[src/rtl/vtsPkg.sv]
package vtsPkg;
  // Control-to-datapath strobes for one cycle
  typedef struct packed {
    logic doAcq;   // merge with lock stamp and advance own component
    logic doRel;   // advance own component and publish stamp
    logic doTag;   // capture pre-update stamp for signature labelling
  } vtsStrobes_t;
endpackage

[src/rtl/vtsCtrl.sv]
module vtsCtrl
  import vtsPkg::*;
(
  input  logic        clk,
  input  logic        rstN,
  input  logic        acqValid,
  input  logic        relValid,
  input  logic        blkEnd,
  output vtsStrobes_t strobes,
  output logic        releaseStrobe,
  output logic        tagValid
);
  // Acquire has priority; a colliding release is dropped
  always_comb begin
    strobes.doAcq = acqValid;
    strobes.doRel = relValid & ~acqValid;
    strobes.doTag = acqValid | relValid | blkEnd;
  end

  always_ff @(posedge clk) begin
    if (!rstN) begin
      releaseStrobe <= 1'b0;
      tagValid      <= 1'b0;
    end else begin
      releaseStrobe <= strobes.doRel;
      tagValid      <= strobes.doTag;
    end
  end
endmodule

[src/rtl/vtsDatapath.sv]
module vtsDatapath
  import vtsPkg::*;
#(
  parameter int N      = 8,
  parameter int W      = 8,
  parameter int OWN_ID = 0
) (
  input  logic          clk,
  input  logic          rstN,
  input  vtsStrobes_t   strobes,
  input  logic [N*W-1:0] acqStamp,
  output logic [N*W-1:0] curStamp,
  output logic [N*W-1:0] releaseStamp,
  output logic [N*W-1:0] tagStamp
);
  localparam logic [W-1:0] MAXV = '1;

  logic [N*W-1:0] stampReg;
  logic [N*W-1:0] nextStamp;

  for (genvar i = 0; i < N; i++) begin : gComp
    logic [W-1:0] curC;
    logic [W-1:0] lockC;
    logic [W-1:0] mergedC;
    assign curC  = stampReg[i*W +: W];
    assign lockC = acqStamp[i*W +: W];
    always_comb mergedC = (strobes.doAcq && (lockC > curC)) ? lockC : curC;
    if (i == OWN_ID) begin : gOwn
      assign nextStamp[i*W +: W] = (mergedC == MAXV) ? MAXV : mergedC + 1'b1;
    end else begin : gPeer
      assign nextStamp[i*W +: W] = mergedC;
    end
  end

  always_ff @(posedge clk) begin
    if (!rstN) begin
      stampReg     <= '0;
      releaseStamp <= '0;
      tagStamp     <= '0;
    end else begin
      if (strobes.doAcq || strobes.doRel) stampReg <= nextStamp;
      if (strobes.doRel) releaseStamp <= nextStamp;
      if (strobes.doTag) tagStamp <= stampReg;
    end
  end

  assign curStamp = stampReg;
endmodule

[src/rtl/vtsCompare.sv]
module vtsCompare #(
  parameter int N = 8,
  parameter int W = 8
) (
  input  logic [N*W-1:0] cmpA,
  input  logic [N*W-1:0] cmpB,
  output logic           aBeforeB,
  output logic           bBeforeA,
  output logic           concurrent
);
  logic [N-1:0] aLe, aLt, bLe, bLt;

  for (genvar i = 0; i < N; i++) begin : gLane
    assign aLe[i] = cmpA[i*W +: W] <= cmpB[i*W +: W];
    assign aLt[i] = cmpA[i*W +: W] <  cmpB[i*W +: W];
    assign bLe[i] = cmpB[i*W +: W] <= cmpA[i*W +: W];
    assign bLt[i] = cmpB[i*W +: W] <  cmpA[i*W +: W];
  end

  always_comb begin
    aBeforeB   = (&aLe) & (|aLt);
    bBeforeA   = (&bLe) & (|bLt);
    concurrent = ~aBeforeB & ~bBeforeA;
  end
endmodule

[src/rtl/vtsSyncUnit.sv]
module vtsSyncUnit
  import vtsPkg::*;
#(
  parameter int N      = 8,
  parameter int W      = 8,
  parameter int OWN_ID = 0
) (
  input  logic           clk,
  input  logic           rstN,
  input  logic           acqValid,
  input  logic [N*W-1:0] acqStamp,
  input  logic           relValid,
  input  logic           blkEnd,
  input  logic [N*W-1:0] cmpA,
  input  logic [N*W-1:0] cmpB,
  output logic [N*W-1:0] curStamp,
  output logic           releaseStrobe,
  output logic [N*W-1:0] releaseStamp,
  output logic           tagValid,
  output logic [N*W-1:0] tagStamp,
  output logic           aBeforeB,
  output logic           bBeforeA,
  output logic           concurrent
);
  vtsStrobes_t strobes;

  vtsCtrl uCtrl (
    .clk(clk), .rstN(rstN),
    .acqValid(acqValid), .relValid(relValid), .blkEnd(blkEnd),
    .strobes(strobes), .releaseStrobe(releaseStrobe), .tagValid(tagValid)
  );

  vtsDatapath #(.N(N), .W(W), .OWN_ID(OWN_ID)) uData (
    .clk(clk), .rstN(rstN), .strobes(strobes), .acqStamp(acqStamp),
    .curStamp(curStamp), .releaseStamp(releaseStamp), .tagStamp(tagStamp)
  );

  vtsCompare #(.N(N), .W(W)) uCmp (
    .cmpA(cmpA), .cmpB(cmpB),
    .aBeforeB(aBeforeB), .bBeforeA(bBeforeA), .concurrent(concurrent)
  );
endmodule

[config.mk]
export PLATFORM = sky130hd
export DESIGN_NAME = vtsSyncUnit
export DESIGN_NICKNAME = d
export VERILOG_FILES = /design/src/rtl/vtsPkg.sv /design/src/rtl/vtsCtrl.sv /design/src/rtl/vtsDatapath.sv /design/src/rtl/vtsCompare.sv /design/src/rtl/vtsSyncUnit.sv
export SDC_FILE = /design/constraint.sdc
export NUM_CORES = 1
export LEC_CHECK = 0
export BUFFER_PORTS_ARGS = -buffer_cell sky130_fd_sc_hd__buf_2
export CORE_AREA = 2 2 152 154
export DETAILED_ROUTE_END_ITERATION = 8
export DIE_AREA = 0 0 154 156
export PLACE_DENSITY = 0.76
export SETUP_SLACK_MARGIN = 0.05
export SLEW_MARGIN = 20
export SYNTH_ARGS = -nofsm -noshare
export SYNTH_HDL_FRONTEND = slang
export SYNTH_SLANG_ARGS = --single-unit
[constraint.sdc]
create_clock -name clk -period 4.1 [get_ports clk]
set_input_delay 0.41 -clock clk [delete_from_list [all_inputs] [get_ports clk]]
set_output_delay 0.41 -clock clk [all_outputs]
set_load 0.02 [all_outputs]
==> qor.txt, run 1 <==
CTS Buf Count: 17
Most common cell after layout, fill and taps aside: buf_2
Type of element launching the critical path: flop
Clk_lat worst skew: 0.43 ns
Relative slew slack: 0.310
LEAKAGE: 6.38 nW
Final Wtd Congestion: 0.939
Die Y: 156 um
Nets: 1969
Max frequency: 299 MHz
FF+latch area: 0.00388 mm^2
Clock Skew: 0.0139 ns
Clk pin slew, worst setup/hold paths: 0.08 ns
Initial drt markers: 501
Post-synth cell types: 47
Required time worst endpoint: 4.42 ns
Setup violators final: 0
Total routed wirelength: 31100 um
Syn nets: 1614
First-pass GRT wire length: 48500 um
Slew Viols, Final: 0
Cell row count: 55
Setup bufs post-CTS: 0
DRT Pass-1 Iters: 6
Worst Tran Pin Value: 1.04 ns
Root Driver: clkbuf_16
Syn-to-layout area delta: 26.4%
Final hold vios: 0
Port Buf Inserts: 393
Syn Inst Count: 1288
Largest net degree at the start of global routing: 135
DR WL/cell: 16.0 um
Layout cell share with drive strength beyond 1: 0.271
Hold Path Class: input port to flop
H-Tree Depth: 4
Placed inst area: 0.0125 mm^2
CTS Hold Bufs: 0
Antenna violations before repair: 8
Total track usage: 0.250
Fin cells: 1947
CTS max path bufs: 2
Worst Setup End Kind: flop
HPWL after DPL: 23700 um
Die X: 154 um
Critical path class: flop to flop
Vias per cell: 5.22
Synth area leader: dfxtp_1
Sink Count: 194
Top Ports: 394
Via count: 10200
Total power: 4.73 mW
Top cells by area, synth: dfxtp_1 38%, ha_1 16%, nand2_1 9.2%, a21oi_1 8.2%, mux2i_1 5.5%
Critical Path Fanout Max: 17
Post-route setup slack: 0.752 ns
Post-place setup slack: 0.755 ns
Die footprint: 0.0240 mm^2
Final Cell Area: 0.0131 mm^2
Crit path time final: 3.35 ns
YS warnings: 0
Multi-input logic area: 0.00573 mm^2
Mapped Area: 0.0103 mm^2
Vias in the first global route: 9638
RSZ-0062 raised after global routing: false
Initial cell density of the core: 0.463
Filler Cell Count: 2078
Post-CTS Resized: 0
Placed insts: 1909
Synth Register Bits: 194
Core area: 0.0224 mm^2
WP data arrival: 3.67 ns
DRT antenna net count: 0
Total grt overflow: 0
Syn_area_per_cell: 8.03 um^2
Period utilization: 0.816
Remaining DRCs: 0
CTS tree: built
Sequential share of the synthesized area: 0.375
Most frequent cells in the layout: 393 x buf_2, 254 x nand2_1, 194 x dfxtp_1, 169 x a21oi_1, 129 x ha_1
Cell Pwr Density: 362 mW/mm^2
Top-area cell type share of the netlist area: 0.375
Peak VDD IR: 0.294 mV
Final TNS setup: 0 ns
Outcome: completed
Max Cap Violations: 0
-- sequential cells by signal, summed over array words and instances (netlist names) --
register             cells
uCtrl.releaseStrobe      1
uCtrl.tagValid           1
uData.curStamp          64
uData.releaseStamp      64
uData.tagStamp          64
-- layer usage --
layer  GRT usage  wire, um  up-vias  part of all wire
li1            -         -     5041                 -
met1       0.300     13000     4704              0.42
met2       0.430     14900      352              0.48
met3      0.0678      2300       57             0.074
met4      0.0943       873        0             0.028
met5           0         0        -                 0
-- through the flow --
step	util	hold slack [ns]
floorplan	-	0.529
global placement	0.558	0.435
detailed placement	0.558	0.442
CTS	0.584	0.217
global route	0.585	0.229
finish	0.585	0.239
-- where the power goes --
part / internal (mW) / switching (mW)
clock network: 0.834 / 0.798
registers: 1.98 / 0.102
logic: 0.410 / 0.601
total: 3.23 / 1.50
-- path summary, 6_finish.rpt --
path                             startpoint                            endpoint  slack (ns)  cells after the start
max          uData.curStamp[1]$_SDFFE_PN0P_  uData.releaseStamp[7]$_SDFFE_PN0P_        0.75                     14
min reg2reg  uData.tagStamp[8]$_SDFFE_PN0P_      uData.tagStamp[8]$_SDFFE_PN0P_        0.45                      2
max reg2reg  uData.curStamp[1]$_SDFFE_PN0P_  uData.releaseStamp[7]$_SDFFE_PN0P_        0.75                     14
min                            acqStamp[52]     uData.curStamp[52]$_SDFFE_PN0P_        0.24                      3
-- synth_stat cells, drive strengths merged --
master and number:
buf 17, clkbuf 46, or3 1, o21ai 32, o2111ai 2, a21oi 170
xnor2 6, nor3 11, a21o 14, nand2 254, ha 129, nand2b 10
o211ai 9, a211oi 17, nand3b 2, dfxtp 194, a22o 2, o2111a 1
nor4 1, nor2b 19, inv 129, a2111o 1, o21a 2, clkinv 1
mux2 1, and3 6, nand3 9, o211a 7, a31oi 1, nor3b 1
mux2i 58, o22ai 4, o31ai 1, nand4 34, o32ai 1, or2 2
nor2 93
-- cells by family (layout without fill, tap and decap cells) --
logic type,Yosys count,in the layout,share of synthesized area
and+or+nand+nor,443,443,0.183
AOI/OAI and AO/OA,264,264,0.149
DFF,194,194,0.375
buffers and inverters,193,560,0.0726
adders and majority gates,129,129,0.156
muxes,59,59,0.0584
xor gates and xnor gates,6,6,0.00508
other,0,7,0
-- worst max-delay path: stages, from the launching register on --
cell	delay, ns
dfxtp_1	0.47
inv_1	0.08
ha_1	0.28
nor2b_1	0.15
o211ai_2	0.16
a21oi_2	0.09
o21ai_4	0.43
nand2_1	0.10
o21ai_1	0.12
ha_1	0.27
and3_1	0.29
nand3_1	0.17
mux2i_4	0.26
nor2_1	0.11
a211oi_1	0.25
-- layout make-up --
cell class                 instances  share of cell area
antenna                            7             0.00134
tap                              285              0.0273
timing repair buffer             399               0.155
clock inverter                    12             0.00909
inverter                         130              0.0377
multi-input combinational        901               0.438
sequential                       194               0.297
clock buffer                      19              0.0346
Power figures use the tool's default switching activity.
==> run 2, diff against run 1 <==
==> constraint.sdc (replaced) <==
create_clock -name clk -period 3.4 [get_ports clk]
set_input_delay 0.34 -clock clk [delete_from_list [all_inputs] [get_ports clk]]
set_output_delay 0.34 -clock clk [all_outputs]
set_load 0.02 [all_outputs]
==> run 2 against run 1 <==
Compared with the run above: final cell count is 0.15% higher; wire length is 2.4% lower; sequential share of layout area is 0.20 points lower; largest cell class unchanged; fmax is 10% higher; highest routed layer is now met5; non-clock buffer count is 5 higher; worst setup slack worse by 0.38 ns.
==> qor.txt, run 2 (synthesis gave the netlist of run 1 again) <==
Clk pin slew, worst setup/hold paths: 0.08 ns (about the same)
Max frequency: 330 MHz (was 299 MHz)
Vias in the first global route: 9469 (was 9638)
Die footprint: 0.0240 mm^2 (unchanged)
H-Tree Depth: 4 (unchanged)
Sink Count: 194 (unchanged)
R2R cell count: 14 (unchanged)
Via count: 10100 (was 10200)
Die Y: 156 um (unchanged)
First-pass GRT wire length: 47600 um (was 48500 um)
Total track usage: 0.245 (was 0.250)
RR Endpoint: uData.releaseStamp[1]$_SDFFE_PN0P_ (was uData.releaseStamp[7]$_SDFFE_PN0P_)
Critical Path Fanout Max: 8 (was 17)
Layout cell share with drive strength beyond 1: 0.274 (was 0.271)
DRT antenna net count: 0 (unchanged)
Crit path from: uData.curStamp[1]$_SDFFE_PN0P_ (unchanged)
Final Wtd Congestion: 0.925 (was 0.939)
Setup violators final: 0 (unchanged)
DRT Pass-1 Iters: 5 (was 6)
Max Cap Violations: 0 (unchanged)
Most common cell after layout, fill and taps aside: buf_2 (unchanged)
Final hold vios: 0 (unchanged)
Worst Setup End Kind: flop (unchanged)
Crit path time final: 3.03 ns (was 3.35 ns)
Initial cell density of the core: 0.463 (unchanged)
Worst hold margin: 0.165 ns (was 0.239 ns)
Antenna violations before repair: 5 (was 8)
Period utilization: 0.892 (was 0.816)
Clk_lat worst skew: 0.42 ns (was 0.43 ns)
Initial drt markers: 428 (was 501)
Root Driver: clkbuf_16 (unchanged)
Slew Viols, Final: 0 (unchanged)
Total routed wirelength: 30400 um (was 31100 um)
Final TNS setup: 0 ns (unchanged)
Worst hold path startpoint: acqStamp[27] (was acqStamp[52])
Die X: 154 um (unchanged)
Filler Cell Count: 2063 (was 2078)
CTS tree: built (unchanged)
LEAKAGE: 6.43 nW (was 6.38 nW)
CTS max path bufs: 2 (unchanged)
Syn-to-layout area delta: 27.3% (was 26.4%)
Crit path capture: uData.releaseStamp[1]$_SDFFE_PN0P_ (was uData.releaseStamp[7]$_SDFFE_PN0P_)
Peak VDD IR: 0.280 mV (was 0.294 mV)
Core area: 0.0224 mm^2 (unchanged)
Placed inst area: 0.0125 mm^2 (about the same)
Outcome: completed (unchanged)
HPWL after DPL: 23200 um (was 23700 um)
Type of element launching the critical path: flop (unchanged)
RSZ-0062 raised after global routing: false (unchanged)
Critical path class: flop to flop (unchanged)
Cell row count: 55 (unchanged)
Total grt overflow: 0 (unchanged)
Most frequent cells in the layout: 393 x buf_2, 254 x nand2_1, 194 x dfxtp_1, 169 x a21oi_1 (was 393 x buf_2, 254 x nand2_1, 194 x dfxtp_1, 169 x a21oi_1, 129 x ha_1)
Worst Tran Pin Value: 0.787 ns (was 1.04 ns)
Flop2flop setup slack: 0.37 ns (was 0.75 ns)
Vias per cell: 5.18 (was 5.22)
Remaining DRCs: 0 (unchanged)
Clock Skew: 0.00973 ns (was 0.0139 ns)
Required time worst endpoint: 3.73 ns (was 4.42 ns)
CTS Buf Count: 17 (unchanged)
Top Ports: 394 (unchanged)
Cell Pwr Density: 435 mW/mm^2 (was 362 mW/mm^2)
Relative slew slack: 0.475 (was 0.310)
Final Cell Area: 0.0132 mm^2 (was 0.0131 mm^2)
DR WL/cell: 15.6 um (was 16.0 um)
Port Buf Inserts: 393 (unchanged)
Hold Path Class: input port to flop (unchanged)
Largest net degree at the start of global routing: 79 (was 135)
Nets: 1974 (was 1969)
WP data arrival: 3.36 ns (was 3.67 ns)
Reg2reg start: uData.curStamp[1]$_SDFFE_PN0P_ (unchanged)
## run 2: changes by cell type in the layout (fill, tap and decap cells not counted), sizes merged
cell and delta:
diode -3, buf +5, clkbuf -1, clkinv +3, inv +1, clkinvlp -2
## run 2: through the flow
| stage | power (mW) | worst slack (ns) | utilization | std cells |
|---|---|---|---|---|
| final | 5.73 | 0.369 | 0.589 | 1950 |
| after global routing | 6.03 | 0.0794 | 0.589 | 1949 |
| after CTS | 5.78 | 0.314 | 0.587 | 1944 |
| after detailed placement | 3.78 | 0.341 | 0.561 | 1912 |
| after global placement | 3.75 | 0.395 | 0.561 | 1912 |
| after floorplan | 3.34 | 0.352 | - | 1288 |
## run 2: critical path, stage by stage (launching register included)
cell and delay (ns):
dfxtp_1 0.44, inv_1 0.07, ha_1 0.28, nor2b_1 0.14
o211ai_2 0.14, a21oi_2 0.09, o21ai_4 0.25, nand2_1 0.08
o21ai_1 0.13, ha_2 0.26, and3_1 0.25, nand3_1 0.17
mux2i_4 0.26, nor2_1 0.10, a211oi_1 0.26
## run 2: report_power, final
part / leakage, nW / internal, mW / total (mW) / switching (mW)
Combinational: 4.56 / 0.504 / 1.23 / 0.722
Clock: 0.284 / 0.993 / 1.99 / 0.999
Sequential: 1.58 / 2.39 / 2.51 / 0.117
Total: 6.43 / 3.89 / 5.73 / 1.84
## run 2: how the worst min path moves through the flow
stage	slack, ns	depth (start not counted)	to
2_1_floorplan	0.48	2	uData.releaseStamp[2]$_SDFFE_PN0P_
3_3_place_gp	0.43	2	uData.tagStamp[32]$_SDFFE_PN0P_
3_5_place_dp	0.44	2	uData.tagStamp[24]$_SDFFE_PN0P_
4_1_cts	0.15	3	uData.curStamp[8]$_SDFFE_PN0P_
5_1_grt	0.16	3	uData.curStamp[25]$_SDFFE_PN0P_
6_report	0.16	3	uData.curStamp[27]$_SDFFE_PN0P_
## run 2: layout make-up
type | count | area (um^2) | area share
Antenna cell | 4 | 10.0 | 0.000760
Clock buffer | 18 | 429 | 0.0326
Clock inverter | 14 | 161 | 0.0123
Inverter | 130 | 493 | 0.0374
Multi-Input combinational cell | 901 | 5730 | 0.435
Sequential cell | 194 | 3880 | 0.295
Tap cell | 285 | 357 | 0.0271
Timing Repair Buffer | 404 | 2100 | 0.159
## run 2: what timing repair did
action | CTS | global route
setup endpoints to repair | 0 | 3
gates resized for setup | 0 | 1
buffers inserted | 0 | 2
hold endpoints to repair | 0 | 0
hold buffers | 0 | 0
## run 2: routing by layer
layer,track usage,vias to the layer above,share of wire
li1,-,5047,-
met1,0.299,4663,0.43
met4,0.0819,2,0.026
met2,0.416,344,0.47
met5,0,-,0.00040
met3,0.0722,54,0.076
==> run 3, diff against run 2 <==
--- a/config.mk
+++ b/config.mk
@@ -5,11 +5,11 @@
 export SDC_FILE = /design/constraint.sdc
 export NUM_CORES = 1
 export LEC_CHECK = 0
-export BUFFER_PORTS_ARGS = -buffer_cell sky130_fd_sc_hd__buf_2
-export CORE_AREA = 2 2 152 154
+export CORE_AREA = 2 2 153 155
 export DETAILED_ROUTE_END_ITERATION = 8
-export DIE_AREA = 0 0 154 156
-export PLACE_DENSITY = 0.76
+export DIE_AREA = 0 0 155 157
+export DONT_BUFFER_PORTS = 1
+export PLACE_DENSITY = 0.6
 export SETUP_SLACK_MARGIN = 0.05
 export SLEW_MARGIN = 20
 export SYNTH_ARGS = -nofsm -noshare
==> run 3 against run 2 <==
Compared with the run above: sequential power is 6% higher; non-clock buffer count is 386 lower; combinational power down 31%; largest cell class unchanged; sequential share of layout area increased by 5.0 points.
==> qor.txt, run 3 (synthesis gave the netlist of run 1 again) <==
Top Ports: 394 (unchanged)
Comb pwr share: 0.152 (was 0.214)
Setup bufs post-CTS: 0 (unchanged)
CTS max path bufs: 2 (unchanged)
RR Endpoint: uData.releaseStamp[7]$_SDFFE_PN0P_ (was uData.releaseStamp[1]$_SDFFE_PN0P_)
Top delay family on crit path: simple AND/OR/NAND/NOR gates (was compound AO/OA/AOI/OAI gates)
Worst Setup End Kind: flop (unchanged)
Crit path from: uData.curStamp[6]$_SDFFE_PN0P_ (was uData.curStamp[1]$_SDFFE_PN0P_)
H-Tree Depth: 4 (unchanged)
Clock Skew: 0.0176 ns (was 0.00973 ns)
Metal3 WL: 3020 um (was 2300 um)
Largest net degree at the start of global routing: 103 (was 79)
Outcome: completed (unchanged)
WP depth: 13 (was 14)
Total track usage: 0.235 (was 0.245)
Relative slew slack: 0.388 (was 0.475)
Worst hold path startpoint: acqStamp[24] (was acqStamp[27])
Most frequent cells in the layout: 254 x nand2_1, 194 x dfxtp_1, 169 x a21oi_1, 129 x ha_1, 128 x inv_1 (was 393 x buf_2, 254 x nand2_1, 194 x dfxtp_1, 169 x a21oi_1)
Antenna fix cells: 0 (was 4)
Filler Cell Count: 2149 (was 2063)
Remaining DRCs: 0 (unchanged)
Die X: 155 um (was 154 um)
Initial cell density of the core: 0.460 (was 0.463)
First-pass GRT wire length: 45300 um (was 47600 um)
Sink Count: 194 (unchanged)
Initial drt markers: 407 (was 428)
Period utilization: 0.871 (was 0.892)
Vias in the first global route: 8207 (was 9469)
Peak VDD IR: 0.295 mV (was 0.280 mV)
Port Buf Inserts: 0 (was 393)
Syn-to-layout area delta: 8.72% (was 27.3%)
CP Buf/Inv Count: 2 (was 1)
Max Cap Violations: 0 (unchanged)
LEAKAGE: 4.65 nW (was 6.43 nW)
Type of element launching the critical path: flop (unchanged)
Worst hold margin: 0.0488 ns (was 0.165 ns)
Worst Tran Pin Value: 0.918 ns (was 0.787 ns)
RSZ-0062 raised after global routing: false (unchanged)
Final Util: 0.500 (was 0.589)
Nets: 1588 (was 1974)
Met1 wire length: 11700 um (was 13000 um)
Post-route setup slack: 0.437 ns (was 0.369 ns)
Slowest-stage cell, CP: dfxtp_1 (unchanged)
DRT Pass-1 Iters: 5 (unchanged)
WHS Path Cells: 2 (was 3)
Setup violators final: 0 (unchanged)
Cell row count: 55 (unchanged)
Antenna violations before repair: 0 (was 5)
Core area: 0.0225 mm^2 (was 0.0224 mm^2)
Via count: 8548 (was 10100)
Total routed wirelength: 29200 um (was 30400 um)
Slowest cell delay on critical path: 0.34 ns (was 0.44 ns)
Die footprint: 0.0243 mm^2 (was 0.0240 mm^2)
Most Frequent Cell on Critical Path: ha_1
Final Wtd Congestion: 0.868 (was 0.925)
DRT antenna net count: 0 (unchanged)
Cell Int Power: 3.82 mW (was 3.89 mW)
Hold Path Class: input port to flop (unchanged)
Total grt overflow: 0 (unchanged)
Root Driver: clkbuf_16 (unchanged)
Clk pwr share: 0.372 (was 0.348)
Cell Pwr Density: 497 mW/mm^2 (was 435 mW/mm^2)
Crit path capture: uData.releaseStamp[7]$_SDFFE_PN0P_ (was uData.releaseStamp[1]$_SDFFE_PN0P_)
Switching Share: 0.317 (was 0.321)
Reg2reg start: uData.curStamp[6]$_SDFFE_PN0P_ (was uData.curStamp[1]$_SDFFE_PN0P_)
Clk_lat worst skew: 0.44 ns (was 0.42 ns)
Final TNS setup: 0 ns (unchanged)
Met2 wire length: 13800 um (was 14300 um)
Placed inst area: 0.0106 mm^2 (was 0.0125 mm^2)
CTS Hold Bufs: 0 (unchanged)
Vias per cell: 5.48 (was 5.18)
Switching Power: 1.77 mW (was 1.84 mW)
Max frequency: 338 MHz (was 330 MHz)
Flop2flop setup slack: 0.44 ns (was 0.37 ns)
Post-place setup slack: 0.295 ns (was 0.341 ns)
Critical Path Fanout Max: 6 (was 8)
WP data arrival: 3.31 ns (was 3.36 ns)
CTS Buf Count: 17 (unchanged)
Critical path class: flop to flop (unchanged)
Final Cell Area: 0.0112 mm^2 (was 0.0132 mm^2)
DR WL/cell: 18.7 um (was 15.6 um)
Top Layer Used: met4 (was met5)
Most common cell after layout, fill and taps aside: nand2_1 (was buf_2)
HPWL after DPL: 21900 um (was 23200 um)
Die Y: 157 um (was 156 um)
Worst path cell trace: inv_1 > ha_1 > nand4_1 > a21oi_2 > o21ai_4 > buf_4 > o21ai_1 > ha_1 > and3_1 > nand3_1 > mux2i_4 > nor2_1 > a211oi_1 (was inv_1 > ha_1 > nor2b_1 > o211ai_2 > a21oi_2 > o21ai_4 > nand2_1 > o21ai_1 > ha_2 > and3_1 > nand3_1 > mux2i_4 > nor2_1 > a211oi_1)
Post-CTS Resized: 0 (unchanged)
Required time worst endpoint: 3.75 ns (was 3.73 ns)
Layout cell share with drive strength beyond 1: 0.0533 (was 0.274)
Final hold vios: 0 (unchanged)
R2R cell count: 13 (was 14)
Slew Viols, Final: 0 (unchanged)
Sequential power share: 0.477 (was 0.438)
CTS tree: built (unchanged)
Crit path time final: 2.96 ns (was 3.03 ns)
Clk pin slew, worst setup/hold paths: 0.08 ns (about the same)
==> run 3: changes by cell type in the layout (fill, tap and decap cells not counted) <==
| cell | change |
|---|---|
| buf_2 | -393 |
| buf_12 | -1 |
| ha_2 | -1 |
| clkinv_4 | -3 |
| clkinv_8 | +1 |
| inv_8 | -3 |
| ha_1 | +1 |
| bufinv_16 | +1 |
| buf_4 | +8 |
| inv_6 | +4 |
| diode_2 | -4 |
==> run 3: stage by stage <==
step	instances	power (mW)
after global routing	1560	5.89
final	1560	5.59
after floorplan	1288	3.34
after detailed placement	1525	3.56
after CTS	1557	5.64
after global placement	1525	3.54
==> run 3: metal layers <==
layer  track usage  up-vias
met3        0.0933       43
met1         0.272     3891
met4        0.0833        0
met5             0        -
met2         0.395      334
li1              -     4280
==> run 3: worst min path at each step <==
stage                                         endpoint
floorplan           uData.releaseStamp[2]$_SDFFE_PN0P_
global placement    uData.releaseStamp[2]$_SDFFE_PN0P_
detailed placement     uData.curStamp[15]$_SDFFE_PN0P_
CTS                    uData.curStamp[43]$_SDFFE_PN0P_
global route           uData.curStamp[22]$_SDFFE_PN0P_
finish                 uData.curStamp[24]$_SDFFE_PN0P_
==> run 3: power by group through the flow <==
stage          registers, mW  logic, mW  clock network, mW
2_1_floorplan           2.68      0.656                  0
3_3_place_gp            2.72      0.821                  0
3_5_place_dp            2.72      0.839                  0
4_1_cts                 2.67      0.846               2.13
5_1_grt                 2.68      0.978               2.23
6_report                2.67      0.849               2.08
==> run 3: cell type report <==
cell class              instances  area [um^2]  area share
clock buffers                  18          429      0.0382
clock inverters                14          183      0.0162
inverters                     130          493      0.0438
multi-input cells             901         5730       0.509
flip-flops and latches        194         3880       0.345
well taps                     285          357      0.0317
repair buffers                 18          173      0.0154
